==> src/rtl/pixshift_pkg.sv <==
package pixshift_pkg;
  // level driven when nothing is to be shown
  localparam logic WHITE = 1'b1;
  // shared view of the blanking controls
  typedef struct packed {
    logic hsync;
    logic porch;
  } blank_t;
endpackage

==> src/rtl/pix_load_mux.sv <==
module pix_load_mux #(
  parameter int DW = 8
) (
  input  logic          invert_i,
  input  logic [DW-1:0] data_i,
  output logic [DW-1:0] ld_val_o
);
  // polarity is fixed at capture time, not on the serial side
  always_comb begin
    ld_val_o = invert_i ? ~data_i : data_i;
  end
endmodule

==> src/rtl/pix_shift_core.sv <==
module pix_shift_core
  import pixshift_pkg::*;
#(
  parameter int DW = 8
) (
  input  logic          clk,
  input  logic          rst_n,
  input  logic          ld_i,
  input  logic [DW-1:0] ld_val_i,
  output logic          msb_o
);
  logic [DW-1:0] sr_q;

  // one flop per stage; bit 0 is refilled with white on each shift
  for (genvar g = 0; g < DW; g++) begin : g_stage
    logic nxt;
    if (g == 0) begin : g_fill
      always_comb nxt = ld_i ? ld_val_i[g] : WHITE;
    end else begin : g_link
      always_comb nxt = ld_i ? ld_val_i[g] : sr_q[g-1];
    end
    always_ff @(posedge clk) begin
      if (!rst_n) sr_q[g] <= WHITE;
      else        sr_q[g] <= nxt;
    end
  end

  assign msb_o = sr_q[DW-1];
endmodule

==> src/rtl/pix_blank_gate.sv <==
module pix_blank_gate
  import pixshift_pkg::*;
(
  input  blank_t blank_i,
  input  logic   pix_i,
  output logic   pix_o
);
  always_comb begin
    pix_o = (blank_i.hsync || blank_i.porch) ? WHITE : pix_i;
  end
endmodule

==> src/rtl/pixel_serializer.sv <==
module pixel_serializer
  import pixshift_pkg::*;
#(
  parameter int DW = 8
) (
  input  logic          clk,
  input  logic          rst_n,
  input  logic          load_i,
  input  logic          invert_i,
  input  logic [DW-1:0] data_i,
  input  logic          hsync_i,
  input  logic          porch_i,
  output logic          pix_o
);
  logic [DW-1:0] ld_val;
  logic          core_bit;
  blank_t        blank;

  assign blank.hsync = hsync_i;
  assign blank.porch = porch_i;

  pix_load_mux #(.DW(DW)) u_mux (
    .invert_i (invert_i),
    .data_i   (data_i),
    .ld_val_o (ld_val)
  );

  pix_shift_core #(.DW(DW)) u_core (
    .clk      (clk),
    .rst_n    (rst_n),
    .ld_i     (load_i),
    .ld_val_i (ld_val),
    .msb_o    (core_bit)
  );

  pix_blank_gate u_gate (
    .blank_i (blank),
    .pix_i   (core_bit),
    .pix_o   (pix_o)
  );
endmodule

==> config.mk <==
export PLATFORM = sky130hd
export DESIGN_NAME = pixel_serializer
export DESIGN_NICKNAME = d
export VERILOG_FILES = /design/src/rtl/pixshift_pkg.sv /design/src/rtl/pix_load_mux.sv /design/src/rtl/pix_shift_core.sv /design/src/rtl/pix_blank_gate.sv /design/src/rtl/pixel_serializer.sv
export SDC_FILE = /design/constraint.sdc
export NUM_CORES = 1
export LEC_CHECK = 0
export BUFFER_PORTS_ARGS = -buffer_cell sky130_fd_sc_hd__buf_4
export CORE_AREA = 2 2 39 41
export CTS_BUF_LIST = sky130_fd_sc_hd__clkbuf_8
export CTS_CLUSTER_DIAMETER = 200
export DETAILED_ROUTE_END_ITERATION = 8
export DIE_AREA = 0 0 41 43
export PLACE_DENSITY = 0.58
export SYNTH_ARGS = -nofsm -noshare
export SYNTH_HDL_FRONTEND = slang
export SYNTH_SLANG_ARGS = --single-unit
==> constraint.sdc <==
create_clock -name clk -period 1.05 [get_ports clk]
set_clock_uncertainty 0.15 [all_clocks]
set_input_delay 0.21 -clock clk [delete_from_list [all_inputs] [get_ports clk]]
set_output_delay 0.21 -clock clk [all_outputs]
set_load 0.05 [all_outputs]
### Yosys cells after proc, flatten, opt, wreduce, memory -nomap -nowiden

Index checks and enable logic that the tools add are counted.

* output and inout port bits: 1
* input port bits: 14
* word-level logic and storage cells: 20
* register bits: 8

* muxes and demuxes: 9
* reductions and logical operators: 2
* bitwise operators: 1

Operators by type and width (count)
* $mux 1: 8
* $mux 8: 1
* $not 8->8: 1
* $reduce_and 2->1: 1
* $logic_or 1x1->1: 1

### Depth between registers and ports, before layout

Gate-level depths: netlist of run 1.

* depth after elaboration: 3
* gate-level depth with buffers: 4
* depth with buffers taken out: 2

### Hierarchy

From an unflattened synthesis of run 1, not the netlist that was laid out.

* cell total of the unflattened synthesis: 35
* area, all modules: 367.9 sq um

Modules (own cells, without submodules)
* pix_shift_core: cells an instance 25, times used 1, area each 280.3 sq um, sequential area each 160.2 sq um
* pix_load_mux: cells an instance 9, times used 1, area each 81.3 sq um, sequential area each 0.0 sq um
* pix_blank_gate: cells an instance 1, times used 1, area each 6.3 sq um, sequential area each 0.0 sq um

### Worst setup path after synthesis of run 1

Ideal clock, no wire load.

* path type: register to output
* start point: register u_core.sr_q[7] (netlist: u_core.msb_o)
* end point: output port pix_o
* cell stages (with the launch flop): 2
* slack: -104 ps
* buffers on the path: 0
* arrival time: 794 ps
* required time: 690 ps
* cell sequence: dfxtp_1 or3_1

* cells in the longest elaborated chain, start to end: 1

Ends and longest elaborated chain
* start, declared: line pix_shift_core.sv:12 `logic [DW-1:0] sr_q;`
* start signal, assigned by index: line pix_shift_core.sv:24 `else sr_q[g] <= nxt;`
* $mux 1: line pix_blank_gate.sv:9 `pix_o = (blank_i.hsync || blank_i.porch) ? WHITE : pix_i;`
* end, declared: line pixel_serializer.sv:13 `output logic pix_o`

Every way passes these cells.

### Final worst setup path of run 1

Same ends and word-level chain as after synthesis.

==> results.sh, run 1 <==
export IMPL_syn_area_um2=365.4
export IMPL_drt_pass1_iter_count=2
export IMPL_synth_warnings=0
export IMPL_synth_area_per_cell_um2=10.15
export IMPL_final_cell_count_no_fill=66
export IMPL_slowest_stage="or3_4"
export IMPL_syn_nets=50
export IMPL_wirelength_um=603
export IMPL_leakagePower_uw=0.0002042
export IMPL_crit_reg2reg_capture="u_core.sr_q[2]$_SDFF_PN1_"
export IMPL_syn_inst=36
export IMPL_worstSetupEndpointType="output pin"
export IMPL_startpoint_type="register"
export IMPL_cpPeakStageDelay_ns=0.32
export IMPL_grt_max_degree=9
export IMPL_chipWidth_um=41
export IMPL_worst_pin_slew_ns=0.1578
export IMPL_required_ns=0.69
export IMPL_seq_area_frac_synth=0.4384
export IMPL_rsz0062_at_grt="true"
export IMPL_grt_pass1_wl_um=986
export IMPL_max_cap_viol_count=0
export IMPL_overflow=0
export IMPL_syn_to_final_growth_pct=40.75
export IMPL_clkSlewWorstSetupHoldPaths_ns=0.04
export IMPL_status="finished, violations left"
export IMPL_cts_tree="done"
export IMPL_rows=14
export IMPL_routed_via_density=4.318
export IMPL_cts_htree_levels=1
export IMPL_fill_cells=144
export IMPL_portBuffers=14
export IMPL_synth_largest_area_cell="dfxtp_1"
export IMPL_hp_start="data_i[0]"
export IMPL_hold_violations=0
export IMPL_drtAntennaViolNets=0
export IMPL_synth_top_area_share=0.4384
export IMPL_ff2ff_path_depth=2
export IMPL_antenna_cells=0
export IMPL_r2r_start="u_core.sr_q[1]$_SDFF_PN1_"
export IMPL_synth_seq_cells=8
export IMPL_die_area_mm2=0.001763
export IMPL_numCtsBuffers=3
export IMPL_layout_setup_ws_ns=-0.2967
export IMPL_peakVddDrop_v=0.0007271
export IMPL_period_share=1.283
export IMPL_wl_per_cell_um=9.136
export IMPL_register_area_um2=160.2
export IMPL_clock_latency_ns=0.22
export IMPL_synth_area_leaders="dfxtp_1 (44%), xnor2_1 (19%), a22oi_1 (8.2%), a22oi_2 (6.8%), nor2_1 (6.2%)"
export IMPL_rrSetupSlack_ns=0.28
export IMPL_path_class="reg -> out"
export IMPL_layout_commonest_cell="buf_4"
export IMPL_hold_class="in -> reg"
export IMPL_slew_viol_final=0
export IMPL_violations="setup timing"
export IMPL_grt_pass1_vias=257
export IMPL_clkSinkCount=8
export IMPL_drive_above_1_share=0.4200
export IMPL_placed_cells=63
export IMPL_core_mm2=0.001384
export IMPL_dpl_worst_slack_ns=-0.1813
export IMPL_crit_path_start="u_core.msb_o$_SDFF_PN1_"
export IMPL_path_cells="or3_4 -> buf_6"
export IMPL_dieHeight_um=43
export IMPL_layout_nets=66
export IMPL_mostFrequentLayoutCells="buf_4 (13), xnor2_1 (8), dfxtp_1 (8), nor2_1 (6), a22oi_1 (4)"
export IMPL_crit_path_max_fanout=1
export IMPL_ios=15
export IMPL_gp_congestion=0.6682
export IMPL_setup_viol=1
export IMPL_powerDensity_mw_per_mm2=1571
export IMPL_crit_arrival_ns=0.99
export IMPL_whs_path_depth=3
export IMPL_multiInputGateArea_um2=183.9
export IMPL_initial_core_util=0.2640
export IMPL_num_vias=285
export IMPL_antenna_found_initial=0
export IMPL_maxSlewHeadroom=0.8940
export IMPL_fin_crit_ns=1.347
export IMPL_cts_buffer_depth=2
export IMPL_max_freq_mhz=742.6
export IMPL_hold_path_end="u_core.sr_q[0]$_SDFF_PN1_"
export IMPL_root_buffer="clkbuf_8"
export IMPL_drc=0
export IMPL_drtIter0Drc=4
export IMPL_grt_usage=0.09146
export IMPL_ys_types=12
==> power breakdown <==
group,internal (µW),leakage (µW),total [µW],switching (µW)
clock network,247,0.0000216,356,108
logic,70.3,0.000116,119,49.1
registers,328,0.0000662,333,5.09
total,645,0.000204,808,163
==> cell type report <==
type | instances | area share
Sequential cell | 8 | 0.3114
Clock buffer | 3 | 0.08029
Multi-Input combinational cell | 25 | 0.3577
Timing Repair Buffer | 14 | 0.2117
Tap cell | 16 | 0.03893
==> cell families (layout without fill, tap and decap cells) <==
family | Yosys count | in the layout | synth area share
buf+inv | 3 | 17 | 0.07190
xor+xnor | 8 | 8 | 0.1918
flops | 8 | 8 | 0.4383
compound gates | 7 | 7 | 0.1644
simple gates | 10 | 10 | 0.1336
==> routing by layer <==
| metal | GRT usage | part of all wire | up-vias |
|---|---|---|---|
| li1 | - | - | 148 |
| met1 | 0.08710 | 0.41 | 119 |
| met2 | 0.1250 | 0.41 | 16 |
| met3 | 0.07853 | 0.16 | 2 |
| met4 | 0.06000 | 0.013 | 0 |
| met5 | 0 | 0 | - |
==> timing repair <==
item / CTS / global route
cloned: 0 / 0
endpoints found under the setup margin: 1 / 1
resized for setup: 1 / 0
setup buffers: 0 / 0
hold buffers: 0 / 0
==> per-stage QoR <==
stage | utilization | instance area, µm² | TNS (ns) | hold slack [ns] | power, µW
CTS | 0.3716 | 514.2 | -0.3056 | 0.04064 | 826.1
finish | 0.3716 | 514.2 | -0.2967 | 0.04474 | 807.7
global placement | 0.3391 | 469.2 | -0.1798 | 0.2743 | 456.6
detailed placement | 0.3391 | 469.2 | -0.1813 | 0.2740 | 457.6
floorplan | - | 370.4 | 0 | 0.1623 | 413.2
global route | 0.3716 | 514.2 | -0.3282 | 0.04713 | 860.4
==> worst max-delay path: cells and delay by family, from the launching register on <==
kind                   cells  cell delay, ns
buffers and inverters      1            0.16
flip-flops                 1            0.29
AND/OR/NAND/NOR            1            0.32
==> how the worst max path moves through the flow <==
stage	depth (start not counted)	end	slack (ns)
2_1_floorplan	1	pix_o	0.002
3_3_place_gp	3	pix_o	-0.18
3_5_place_dp	3	pix_o	-0.18
4_1_cts	2	pix_o	-0.31
5_1_grt	2	pix_o	-0.33
6_report	2	pix_o	-0.30
==> registers in the layout (all words and copies together), names as in the netlist <==
| name | count |
|---|---|
| u_core.msb_o | 1 |
| u_core.sr_q | 7 |
==> cells in the mapped netlist <==
cell type and instances:
or3_1 1, nor3b_1 1, a21oi_1 1, a22oi_1 4, buf_4 2, dfxtp_1 8, buf_6 1, xnor2_1 8
a22oi_2 2, and2_4 1, nand2_1 1, nor2_1 6
No activity file was read; power rests on OpenSTA's default activity.
==> run 2: changes to the inputs <==
--- a/config.mk
+++ b/config.mk
@@ -7,7 +7,6 @@
 export LEC_CHECK = 0
 export BUFFER_PORTS_ARGS = -buffer_cell sky130_fd_sc_hd__buf_4
 export CORE_AREA = 2 2 39 41
-export CTS_BUF_LIST = sky130_fd_sc_hd__clkbuf_8
 export CTS_CLUSTER_DIAMETER = 200
 export DETAILED_ROUTE_END_ITERATION = 8
 export DIE_AREA = 0 0 41 43
==> results.sh, run 2 (same netlist as run 1, synthesis figures left out) <==
export IMPL_status="finished, violations left"
export IMPL_violations="setup timing"
export IMPL_rows=14
export IMPL_portBuffers=14
export IMPL_crit_path_max_fanout=1
export IMPL_crit_end="pix_o"
export IMPL_fin_tns_setup_ns=-0.3238
export IMPL_antenna_cells=0
export IMPL_final_area_um2=495.5
export IMPL_powerDensity_mw_per_mm2=1364
export IMPL_switching_share=0.2211
export IMPL_wl_per_cell_um=8.939
export IMPL_power_switching_uw=149.5
export IMPL_cpPeakStageDelay_ns=0.32
export IMPL_clkSlewWorstSetupHoldPaths_ns=0.05
export IMPL_layout_setup_ws_ns=-0.3238
export IMPL_combPwrFrac=0.177
export IMPL_path_class="reg -> out"
export IMPL_slowest_stage="or3_4"
export IMPL_drc=0
export IMPL_mostFrequentLayoutCells="buf_4 (13), xnor2_1 (8), dfxtp_1 (8), nor2_1 (6), a22oi_1 (4)"
export IMPL_max_freq_mhz=727.9
export IMPL_worst_pin_slew_ns=0.1578
export IMPL_numCtsBuffers=3
export IMPL_cts_htree_levels=1
export IMPL_fin_crit_ns=1.374
export IMPL_gp_congestion=0.6682
export IMPL_max_cap_viol_count=0
export IMPL_rsz0062_at_grt="true"
export IMPL_dieHeight_um=43
export IMPL_root_buffer="clkbuf_4"
export IMPL_dpl_instance_area_um2=469.2
export IMPL_clock_latency_ns=0.25
export IMPL_whs_ns=0.02032
export IMPL_drive_above_1_share=0.4200
export IMPL_required_ns=0.69
export IMPL_crit_reg2reg_capture="u_core.sr_q[2]$_SDFF_PN1_"
export IMPL_layout_nets=66
export IMPL_period_share=1.308
export IMPL_crit_path_start="u_core.msb_o$_SDFF_PN1_"
export IMPL_largest_reg_flops=7
export IMPL_drtIter0Drc=4
export IMPL_antenna_found_initial=0
export IMPL_core_mm2=0.001384
export IMPL_p_int_uw=526.6
export IMPL_initial_core_util=0.2640
export IMPL_hold_class="in -> reg"
export IMPL_hold_violations=0
export IMPL_path_cells="or3_4 -> buf_6"
export IMPL_ios=15
export IMPL_num_vias=285
export IMPL_grt_usage=0.08543
export IMPL_slew_viol_final=0
export IMPL_drt_pass1_iter_count=2
export IMPL_startpoint_type="register"
export IMPL_whs_path_depth=3
export IMPL_regMostFlops="u_core.sr_q"
export IMPL_clkSinkCount=8
export IMPL_final_util=0.3580
export IMPL_rrSetupSlack_ns=0.27
export IMPL_drtAntennaViolNets=0
export IMPL_crit_arrival_ns=1.01
export IMPL_overflow=0
export IMPL_maxSlewHeadroom=0.8940
export IMPL_ff2ff_path_depth=2
export IMPL_clock_power_share=0.333
export IMPL_routed_via_density=4.318
export IMPL_syn_to_final_growth_pct=35.62
export IMPL_wirelength_um=590
export IMPL_cts_tree="done"
export IMPL_cts_buffer_depth=2
export IMPL_leakagePower_uw=0.0001965
export IMPL_grt_pass1_wl_um=966
export IMPL_p_seq_frac=0.490
export IMPL_worstSetupEndpointType="output pin"
export IMPL_setup_viol=1
export IMPL_postCtsSetupBuffers=0
export IMPL_die_area_mm2=0.001763
export IMPL_r2r_start="u_core.sr_q[1]$_SDFF_PN1_"
export IMPL_grt_pass1_vias=263
export IMPL_layout_commonest_cell="buf_4"
export IMPL_grt_max_degree=9
export IMPL_chipWidth_um=41
export IMPL_peakVddDrop_v=0.0008792
run 2: cell counts in the layout (fill, tap and decap cells not counted):
No cell type changed its count.
run 2: area by class of cell:
class                   instances  area, µm²
fillers                       145      888.4
multi-input cells              25      183.9
flip-flops and latches          8      160.2
repair buffers                 14      108.9
clock buffers                   3      22.52
well taps                      16      20.02
run 2: repair_timing:
action	CTS	global route
cloned	0	0
hold buffers	0	0
endpoints found under the setup margin	1	1
resized for setup	1	0
pin swaps	0	0
run 2: metal layers:
layer / up-vias / wire length, µm / global-route usage
met2: 16 / 249 / 0.1250
met3: 0 / 102 / 0.06283
met4: 0 / 0 / 0.04000
met1: 121 / 238 / 0.08710
met5: - / 0 / 0
li1: 148 / - / -
run 2: stage by stage:
stage          power (µW)  setup WS, ns  cells
4_1_cts             692.2       -0.3377     66
3_5_place_dp        457.6       -0.1813     63
5_1_grt             722.2       -0.3641     66
2_1_floorplan       413.2      0.002002     36
6_report            676.1       -0.3238     66
3_3_place_gp        456.6       -0.1798     63
run 2: worst max-delay path: cells and delay by family, from the launching register on:
family	cells	cell delay (ns)
simple gates	1	0.32
flops	1	0.29
buf+inv	1	0.16
run 2: power groups by stage:
stage               logic [µW]  registers, µW  clock network [µW]
floorplan                 76.8            336                   0
detailed placement         120            338                   0
global placement           119            337                   0
CTS                        121            331                 240
global route               132            333                 257
finish                     119            331                 225
run 2: worst min path at each step:
stage	startpoint	endpoint	slack, ns
floorplan	rst_n	u_core.sr_q[1]$_SDFF_PN1_	0.16
global placement	data_i[0]	u_core.sr_q[0]$_SDFF_PN1_	0.27
detailed placement	data_i[0]	u_core.sr_q[0]$_SDFF_PN1_	0.27
CTS	data_i[0]	u_core.sr_q[0]$_SDFF_PN1_	0.01
global route	data_i[0]	u_core.sr_q[0]$_SDFF_PN1_	0.02
finish	data_i[0]	u_core.sr_q[0]$_SDFF_PN1_	0.02
